### config.mk
export PLATFORM = sky130hd
export DESIGN_NAME = prom_prog_seq
export DESIGN_NICKNAME = d
export VERILOG_FILES = /design/src/rtl/prom_prog_pkg.sv /design/src/rtl/prom_cycle_timer.sv /design/src/rtl/prom_addr_walker.sv /design/src/rtl/prom_readback_check.sv /design/src/rtl/prom_prog_seq.sv
export SDC_FILE = /design/constraint.sdc
export NUM_CORES = 1
export LEC_CHECK = 0
export BUFFER_PORTS_ARGS = -buffer_cell sky130_fd_sc_hd__buf_4
export CAP_MARGIN = 10
export CORE_ASPECT_RATIO = 1.75
export CORE_MARGIN = 1
export CORE_UTILIZATION = 50
export CTS_BUF_LIST = sky130_fd_sc_hd__clkbuf_2 sky130_fd_sc_hd__clkbuf_4 sky130_fd_sc_hd__clkbuf_8
export CTS_CLUSTER_DIAMETER = 40
export CTS_CLUSTER_SIZE = 16
export DETAILED_ROUTE_END_ITERATION = 6
export MAX_ROUTING_LAYER = met4
export PLACE_DENSITY = 0.74
export SYNTH_ARGS = -nofsm -noshare
export SYNTH_HDL_FRONTEND = slang
export SYNTH_SLANG_ARGS = --single-unit
export TNS_END_PERCENT = 5
### constraint.sdc
create_clock -name clk -period 2.9 [get_ports clk]
set_input_delay 0.725 -clock clk [delete_from_list [all_inputs] [get_ports clk]]
set_output_delay 0.725 -clock clk [all_outputs]
set_load 0.03 [all_outputs]
### src/rtl/prom_prog_pkg.sv
package prom_prog_pkg;

  typedef enum logic [3:0] {
    ST_IDLE,
    ST_SUPPLY,
    ST_FETCH,
    ST_ADDR,
    ST_DATA,
    ST_PULSE,
    ST_HOLD,
    ST_READ,
    ST_DONE
  } seq_state_t;

  localparam logic [7:0] ERASED_BYTE = 8'hFF;

endpackage

### src/rtl/prom_cycle_timer.sv
module prom_cycle_timer #(
  parameter int TW = 8
) (
  input  logic          clk,
  input  logic          rst_n,
  input  logic          load,
  input  logic [TW-1:0] load_val,
  output logic          expired
);

  logic [TW-1:0] cnt_q;

  always_ff @(posedge clk) begin
    if (!rst_n)             cnt_q <= '0;
    else if (load)          cnt_q <= load_val;
    else if (cnt_q != '0)   cnt_q <= cnt_q - 1'b1;
  end

  assign expired = (cnt_q == '0);


  timer_reload_chk: assert property (@(posedge clk) disable iff (!rst_n)
    load |=> (cnt_q == $past(load_val)));

endmodule

### src/rtl/prom_addr_walker.sv
module prom_addr_walker #(
  parameter int AW = 11
) (
  input  logic          clk,
  input  logic          rst_n,
  input  logic          load,
  input  logic [AW-1:0] first,
  input  logic [AW-1:0] last,
  input  logic          step,
  output logic [AW-1:0] cur,
  output logic          at_last
);

  logic [AW-1:0] cur_q;
  logic [AW-1:0] last_q;

  always_ff @(posedge clk) begin
    if (!rst_n) begin
      cur_q  <= '0;
      last_q <= '0;
    end else if (load) begin
      cur_q  <= first;
      last_q <= last;
    end else if (step) begin
      cur_q  <= cur_q + 1'b1;
    end
  end

  assign cur     = cur_q;
  assign at_last = (cur_q == last_q);


  no_overrun_chk: assert property (@(posedge clk) disable iff (!rst_n)
    step |-> !at_last);

endmodule

### src/rtl/prom_readback_check.sv
module prom_readback_check #(
  parameter int AW = 11
) (
  input  logic          clk,
  input  logic          rst_n,
  input  logic          clear,
  input  logic          check,
  input  logic [7:0]    want,
  input  logic [7:0]    got,
  input  logic [AW-1:0] addr,
  output logic          mismatch,
  output logic          err,
  output logic [AW-1:0] err_addr
);

  assign mismatch = (want != got);

  always_ff @(posedge clk) begin
    if (!rst_n || clear) begin
      err      <= 1'b0;
      err_addr <= '0;
    end else if (check && mismatch) begin
      err      <= 1'b1;
      err_addr <= addr;
    end
  end


  err_sticky_chk: assert property (@(posedge clk) disable iff (!rst_n)
    (err && !clear) |=> (err && $stable(err_addr)));


  err_clear_chk: assert property (@(posedge clk) disable iff (!rst_n)
    clear |=> !err);

endmodule

### src/rtl/prom_prog_seq.sv
module prom_prog_seq
  import prom_prog_pkg::*;
#(
  parameter int AW        = 11,
  parameter int PULSE_CYC = 10_000_000,
  parameter int READ_CYC  = 2
) (
  input  logic          clk,
  input  logic          rst_n,
  input  logic          start,
  input  logic [AW-1:0] first_addr,
  input  logic [AW-1:0] last_addr,
  input  logic          byte_valid,
  input  logic [7:0]    byte_data,
  output logic          byte_ready,
  input  logic [7:0]    dq_in,
  output logic          vpp_en,
  output logic          oe_n,
  output logic          addr_oe,
  output logic [AW-1:0] addr_o,
  output logic          dq_oe,
  output logic [7:0]    dq_out,
  output logic          prog_pulse,
  output logic          busy,
  output logic          done,
  output logic          error,
  output logic [AW-1:0] err_addr
);

  localparam int MAXC = (PULSE_CYC > READ_CYC) ? PULSE_CYC : READ_CYC;
  localparam int TW   = $clog2(MAXC + 1);
  localparam logic [TW-1:0] PULSE_LOAD = TW'(PULSE_CYC - 1);
  localparam logic [TW-1:0] READ_LOAD  = TW'(READ_CYC - 1);

  seq_state_t state_q, state_d;
  logic [7:0]    byte_q;
  logic          cap;
  logic          wl_load, wl_step, at_last;
  logic [AW-1:0] cur;
  logic          tm_load, tm_zero;
  logic [TW-1:0] tm_val;
  logic          vf_check, vf_clear, mismatch;

  prom_addr_walker #(.AW(AW)) u_walk (
    .clk(clk), .rst_n(rst_n), .load(wl_load), .first(first_addr),
    .last(last_addr), .step(wl_step), .cur(cur), .at_last(at_last)
  );

  prom_cycle_timer #(.TW(TW)) u_timer (
    .clk(clk), .rst_n(rst_n), .load(tm_load), .load_val(tm_val),
    .expired(tm_zero)
  );

  prom_readback_check #(.AW(AW)) u_check (
    .clk(clk), .rst_n(rst_n), .clear(vf_clear), .check(vf_check),
    .want(byte_q), .got(dq_in), .addr(cur), .mismatch(mismatch),
    .err(error), .err_addr(err_addr)
  );

  always_comb begin
    state_d  = state_q;
    wl_load  = 1'b0;
    wl_step  = 1'b0;
    tm_load  = 1'b0;
    tm_val   = '0;
    vf_check = 1'b0;
    vf_clear = 1'b0;
    cap      = 1'b0;
    case (state_q)
      ST_IDLE: begin
        if (start) begin
          vf_clear = 1'b1;
          wl_load  = 1'b1;
          state_d  = (first_addr <= last_addr) ? ST_SUPPLY : ST_DONE;
        end
      end
      ST_SUPPLY: state_d = ST_FETCH;
      ST_FETCH: begin
        if (byte_valid) begin
          cap = 1'b1;
          if (byte_data == ERASED_BYTE) begin
            if (at_last) state_d = ST_DONE;
            else         wl_step = 1'b1;
          end else begin
            state_d = ST_ADDR;
          end
        end
      end
      ST_ADDR: state_d = ST_DATA;
      ST_DATA: begin
        tm_load = 1'b1;
        tm_val  = PULSE_LOAD;
        state_d = ST_PULSE;
      end
      ST_PULSE: if (tm_zero) state_d = ST_HOLD;
      ST_HOLD: begin
        tm_load = 1'b1;
        tm_val  = READ_LOAD;
        state_d = ST_READ;
      end
      ST_READ: begin
        if (tm_zero) begin
          vf_check = 1'b1;
          if (mismatch || at_last) begin
            state_d = ST_DONE;
          end else begin
            wl_step = 1'b1;
            state_d = ST_FETCH;
          end
        end
      end
      ST_DONE: state_d = ST_IDLE;
      default: state_d = ST_IDLE;
    endcase
  end

  always_ff @(posedge clk) begin
    if (!rst_n) begin
      state_q <= ST_IDLE;
      byte_q  <= '0;
    end else begin
      state_q <= state_d;
      if (cap) byte_q <= byte_data;
    end
  end

  assign vpp_en     = state_q inside {ST_SUPPLY, ST_FETCH, ST_ADDR, ST_DATA,
                                      ST_PULSE, ST_HOLD, ST_READ};
  assign byte_ready = (state_q == ST_FETCH);
  assign addr_oe    = state_q inside {ST_ADDR, ST_DATA, ST_PULSE, ST_HOLD, ST_READ};
  assign addr_o     = addr_oe ? cur : '0;
  assign dq_oe      = state_q inside {ST_DATA, ST_PULSE, ST_HOLD};
  assign dq_out     = dq_oe ? byte_q : 8'h00;
  assign prog_pulse = (state_q == ST_PULSE);
  assign oe_n       = (state_q != ST_READ);
  assign done       = (state_q == ST_DONE);
  assign busy       = (state_q != ST_IDLE) && (state_q != ST_DONE);


  supply_first_chk: assert property (@(posedge clk) disable iff (!rst_n)
    $rose(vpp_en) |-> (!byte_ready && !addr_oe && !dq_oe && oe_n && !prog_pulse));


  pulse_oe_chk: assert property (@(posedge clk) disable iff (!rst_n)
    prog_pulse |-> (vpp_en && oe_n));


  data_before_pulse_chk: assert property (@(posedge clk) disable iff (!rst_n)
    $rose(prog_pulse) |-> $past(dq_oe));


  addr_before_data_chk: assert property (@(posedge clk) disable iff (!rst_n)
    $rose(dq_oe) |-> ($past(addr_oe) && $stable(addr_o)));


  pulse_stable_chk: assert property (@(posedge clk) disable iff (!rst_n)
    prog_pulse |-> ($stable(addr_o) && $stable(dq_out)));


  hold_cycle_chk: assert property (@(posedge clk) disable iff (!rst_n)
    $fell(prog_pulse) |-> (dq_oe && $stable(addr_o) && $stable(dq_out)));


  ready_window_chk: assert property (@(posedge clk) disable iff (!rst_n)
    byte_ready |-> (vpp_en && !addr_oe));


  read_bus_chk: assert property (@(posedge clk) disable iff (!rst_n)
    !oe_n |-> (!dq_oe && addr_oe && vpp_en));


  done_once_chk: assert property (@(posedge clk) disable iff (!rst_n)
    done |=> !done);


  done_quiet_chk: assert property (@(posedge clk) disable iff (!rst_n)
    done |-> (!busy && !vpp_en && oe_n && !addr_oe && !dq_oe && !byte_ready));

endmodule

==> impl_metrics.prom <==
# TYPE chip_impl_metric gauge
chip_impl_metric{name="placed_cell_area",unit="µm²"} 4715
chip_impl_metric{name="swShare",unit="%"} 39.90
chip_impl_metric{name="drt.antenna.violating_nets",unit=""} 0
chip_impl_metric{name="power_share_of_the_combinational_group",unit="%"} 39.9
chip_impl_info{name="cpLargestDelayFamily",value="simple AND/OR/NAND/NOR gates"} 1
chip_impl_metric{name="critPathMaxFanout",unit=""} 11
chip_impl_metric{name="setup_viol",unit=""} 0
chip_impl_metric{name="num_antenna_cells",unit=""} 0
chip_impl_metric{name="synth_top_area_share",unit="%"} 34.37
chip_impl_metric{name="postCtsSetupRepairBufs",unit=""} 0
chip_impl_metric{name="peakVddDrop",unit="mV"} 0.3920
chip_impl_metric{name="slew_headroom",unit="%"} 53.25
chip_impl_metric{name="max_clock_buf_depth",unit=""} 2
chip_impl_metric{name="buffer_ports.inserted",unit=""} 80
chip_impl_metric{name="area_of_the_die",unit="µm²"} 8535
chip_impl_info{name="synth_top_cell_by_area",value="sky130_fd_sc_hd__dfxtp_1"} 1
chip_impl_metric{name="fin_area",unit="µm²"} 4923
chip_impl_metric{name="route.detailed.drc",unit=""} 0
chip_impl_metric{name="num_io_pins",unit=""} 81
chip_impl_metric{name="synth_warn",unit=""} 0
chip_impl_metric{name="placeableCoreArea",unit="µm²"} 7909
chip_impl_info{name="cts-root-buf",value="sky130_fd_sc_hd__clkbuf_8"} 1
chip_impl_metric{name="drive_gt1_share",unit="%"} 21.38
chip_impl_info{name="timing.critical_path.slowest_stage_cell",value="sky130_fd_sc_hd__or4_4"} 1
chip_impl_info{name="post-synth-top-count-cell",value="sky130_fd_sc_hd__dfxtp_1"} 1
chip_impl_metric{name="internal-power",unit="mW"} 2.187
chip_impl_metric{name="synth_seq_area_share",unit="%"} 34.37
chip_impl_info{name="holdCritPathClass",value="register to register"} 1
chip_impl_metric{name="post_cts_resize_count",unit=""} 0
chip_impl_metric{name="fmaxAchievable",unit="MHz"} 370.5
chip_impl_metric{name="numCtsBuffers",unit=""} 9
chip_impl_metric{name="synthesis.area_per_instance",unit="µm²"} 8.123
chip_impl_info{name="highest-signal-layer",value="met4"} 1
chip_impl_metric{name="finalWorstPathRequiredPeriod",unit="ps"} 2699
chip_impl_metric{name="finalMaxSlewViolations",unit=""} 0
chip_impl_metric{name="cts-htree-levels",unit=""} 3
chip_impl_metric{name="clkLatencyLatePin",unit="ps"} 370
chip_impl_metric{name="dp.final_hpwl",unit="µm"} 8303
chip_impl_metric{name="detail_route.wirelength.met1",unit="µm"} 4152
chip_impl_metric{name="finalSetupTns",unit="ps"} 0
chip_impl_metric{name="synth_cells",unit=""} 502
chip_impl_metric{name="yosys.cell_types.count",unit=""} 59
chip_impl_metric{name="power_frac_clock",unit="%"} 23.0
chip_impl_info{name="ys_top_cells_by_area",value="sky130_fd_sc_hd__dfxtp_1 (34%), sky130_fd_sc_hd__xor2_1 (6.4%), sky130_fd_sc_hd__nor2_1 (4.7%)"} 1
chip_impl_metric{name="detailedPlace.worstSlack",unit="ps"} 112.6
chip_impl_metric{name="mappedNetlistArea",unit="µm²"} 4078
chip_impl_metric{name="cp.required",unit="ps"} 3210
chip_impl_metric{name="synth_edf_count",unit=""} 0
chip_impl_metric{name="nFillCells",unit=""} 716
chip_impl_metric{name="nNetsFinal",unit=""} 631
chip_impl_info{name="worstSetupEndpointType",value="register"} 1
chip_impl_metric{name="num_vias",unit=""} 3919
chip_impl_metric{name="power_leakage",unit="nW"} 2.158
chip_impl_metric{name="worst_max_slew_pin_slew",unit="ps"} 694.8
chip_impl_metric{name="synthToLayoutAreaGrowth",unit="%"} 20.74
chip_impl_metric{name="gp_congestion",unit=""} 0.8985
chip_impl_metric{name="numClockSinks",unit=""} 70
chip_impl_metric{name="finalCritPeriodShare",unit="%"} 93.08
chip_impl_metric{name="grt_overflow",unit=""} 0
chip_impl_metric{name="worst-endpoint-arrival",unit="ps"} 3010
chip_impl_metric{name="ys_ff_latch",unit=""} 70
chip_impl_metric{name="grt_first_pass_wirelength",unit="µm"} 17940
chip_impl_metric{name="p_switching",unit="mW"} 1.452
chip_impl_info{name="cp_cell_sequence",value="inv_2 > or4_4 > inv_2 > nand2_4 > or2_4 > a211o_1 > or4_1 > nand3_1"} 1
chip_impl_info{name="run_status",value="finished, final reports clean"} 1
chip_impl_metric{name="p_per_area",unit="nW/µm²"} 739.0
chip_impl_metric{name="clkSlewWorstSetupHoldPaths",unit="ps"} 80
chip_impl_info{name="tritoncts",value="yes"} 1
chip_impl_metric{name="detail_route.vias_per_cell",unit=""} 5.849
chip_impl_info{name="grt_setup_unrepaired",value="no"} 1
chip_impl_metric{name="largest_clock_skew_in_the_final_design",unit="ps"} 7.707
chip_impl_metric{name="met3_wirelength",unit="µm"} 465
chip_impl_metric{name="drt-total-wl",unit="µm"} 11060
chip_impl_info{name="worstSetupStartpointType",value="register"} 1
chip_impl_metric{name="detailedRoute.firstPassIterationCount",unit=""} 5
chip_impl_metric{name="report.final.hold_viol_count",unit=""} 0
chip_impl_metric{name="synth_nets",unit=""} 558
chip_impl_info{name="cpMostUsedCell",value="sky130_fd_sc_hd__inv_2"} 1
chip_impl_metric{name="die_height",unit="µm"} 121.5
chip_impl_metric{name="globalRouteTotalUtil",unit="%"} 27.66
chip_impl_metric{name="drv.max_cap_violation_count",unit=""} 0
chip_impl_metric{name="initial_antenna_violation_count",unit=""} 0
chip_impl_metric{name="row_count",unit=""} 43
chip_impl_metric{name="die_width",unit="µm"} 70.27
chip_impl_info{name="synth.cells.most_frequent",value="sky130_fd_sc_hd__dfxtp_1 (70), sky130_fd_sc_hd__nor2_1 (51), sky130_fd_sc_hd__nand2_1 (46)"} 1
chip_impl_metric{name="layout_setup_ws",unit="ps"} 200.6
chip_impl_metric{name="worst_stage_delay_on_the_critical_path",unit="ps"} 540
chip_impl_metric{name="wl_per_cell",unit="µm"} 16.51
chip_impl_info{name="synth_flop_cell",value="sky130_fd_sc_hd__dfxtp_1"} 1
chip_impl_metric{name="cts_hold_repair.buffers",unit=""} 0
chip_impl_metric{name="floorplan.initialDensity",unit="%"} 51.56
chip_impl_metric{name="vias_in_the_first_global_route",unit=""} 3814
chip_impl_info{name="critical_path_class",value="register to register"} 1
chip_impl_metric{name="met2_wirelength",unit="µm"} 6079
chip_impl_metric{name="dr.first_iter.drc_count",unit=""} 340
chip_impl_metric{name="power.share.sequential",unit="%"} 37.2
chip_impl_metric{name="power",unit="mW"} 3.639
chip_impl_metric{name="cp_num_buf_inv",unit=""} 2
chip_impl_metric{name="async_reset_ff_share",unit="%"} 0
chip_impl_metric{name="grt_max_degree",unit=""} 44
[per-layer routing]
metal	up-vias	GRT usage [%]
li1	1920	-
met1	1844	27.88
met2	128	49.76
met3	27	5.066
met4	0	14.75
met5	-	-
[cell families after synthesis]
group | Yosys count | share of synthesized area, %
buffers and inverters | 47 | 5.554
XOR/XNOR | 38 | 8.162
AO/OA/AOI/OAI | 90 | 14.48
adder cells (fa/ha/maj) | 14 | 4.296
multiplexers | 16 | 3.927
flip-flops | 70 | 34.37
AND/OR/NAND/NOR | 227 | 29.21
[sequential cells by signal, indices dropped and copies added, names as in the netlist]
signal	flops
u_timer.cnt_q	24
u_walk.last_q	11
byte_q	8
state_q	4
u_walk.cur	11
u_check.err	1
u_check.err_addr	11
[power by group through the flow]
stage	sequential, mW	clock, mW	combinational (mW)
finish	1.35	0.835	1.45
global route	1.38	0.885	1.61
CTS	1.35	0.849	1.45
detailed placement	1.37	0	1.44
global placement	1.36	0	1.40
floorplan	1.27	0	1.13
[stage by stage]
step	hold WS (ps)	cells	utilization, %
detailed placement	470.5	654	59.61
finish	479.7	670	62.25
global route	499.8	670	62.25
CTS	479.5	670	62.25
floorplan	455.1	502	-
global placement	462.8	654	59.61
[layout make-up]
cell class	count	area, µm²	area share [%]
clock buffers	11	151.4	3.075
flip-flops and latches	70	1401	28.46
inverters	18	67.56	1.372
repair buffers	91	683.2	13.88
clock inverters	5	57.56	1.169
well taps	90	112.6	2.287
multi-input cells	385	2450	49.76
[final timing paths]
kind	startpoint	to	slack, ps	cells after the start
max reg2reg	state_q[1]$_SDFFE_PN0P_	u_walk.cur[4]$_SDFFE_PN0P_	200	8
max	state_q[1]$_SDFFE_PN0P_	u_walk.cur[4]$_SDFFE_PN0P_	200	8
min	u_walk.last_q[0]$_SDFFE_PN0P_	u_walk.last_q[0]$_SDFFE_PN0P_	480	2
min reg2reg	u_walk.last_q[0]$_SDFFE_PN0P_	u_walk.last_q[0]$_SDFFE_PN0P_	480	2
[tightest hold or removal path, cell delays in order (launching register included)]
cell and delay, ps:
sky130_fd_sc_hd__dfxtp_1 320, sky130_fd_sc_hd__nand2_1 50, sky130_fd_sc_hd__a21boi_0 60
[cells in the final DEF (no fill, tap or decap), types with 15 or more instances in the layout]
cell type and instances:
sky130_fd_sc_hd__a21boi_0 20, sky130_fd_sc_hd__xor2_1 30, sky130_fd_sc_hd__a21oi_1 24, sky130_fd_sc_hd__nand4_1 16, sky130_fd_sc_hd__nand3_1 23, sky130_fd_sc_hd__and2_1 15, sky130_fd_sc_hd__nand2_1 46, sky130_fd_sc_hd__dfxtp_1 70
sky130_fd_sc_hd__inv_1 16, sky130_fd_sc_hd__nor2_1 51, sky130_fd_sc_hd__buf_4 91, sky130_fd_sc_hd__mux2i_1 16
Power figures use the tool's default switching activity.
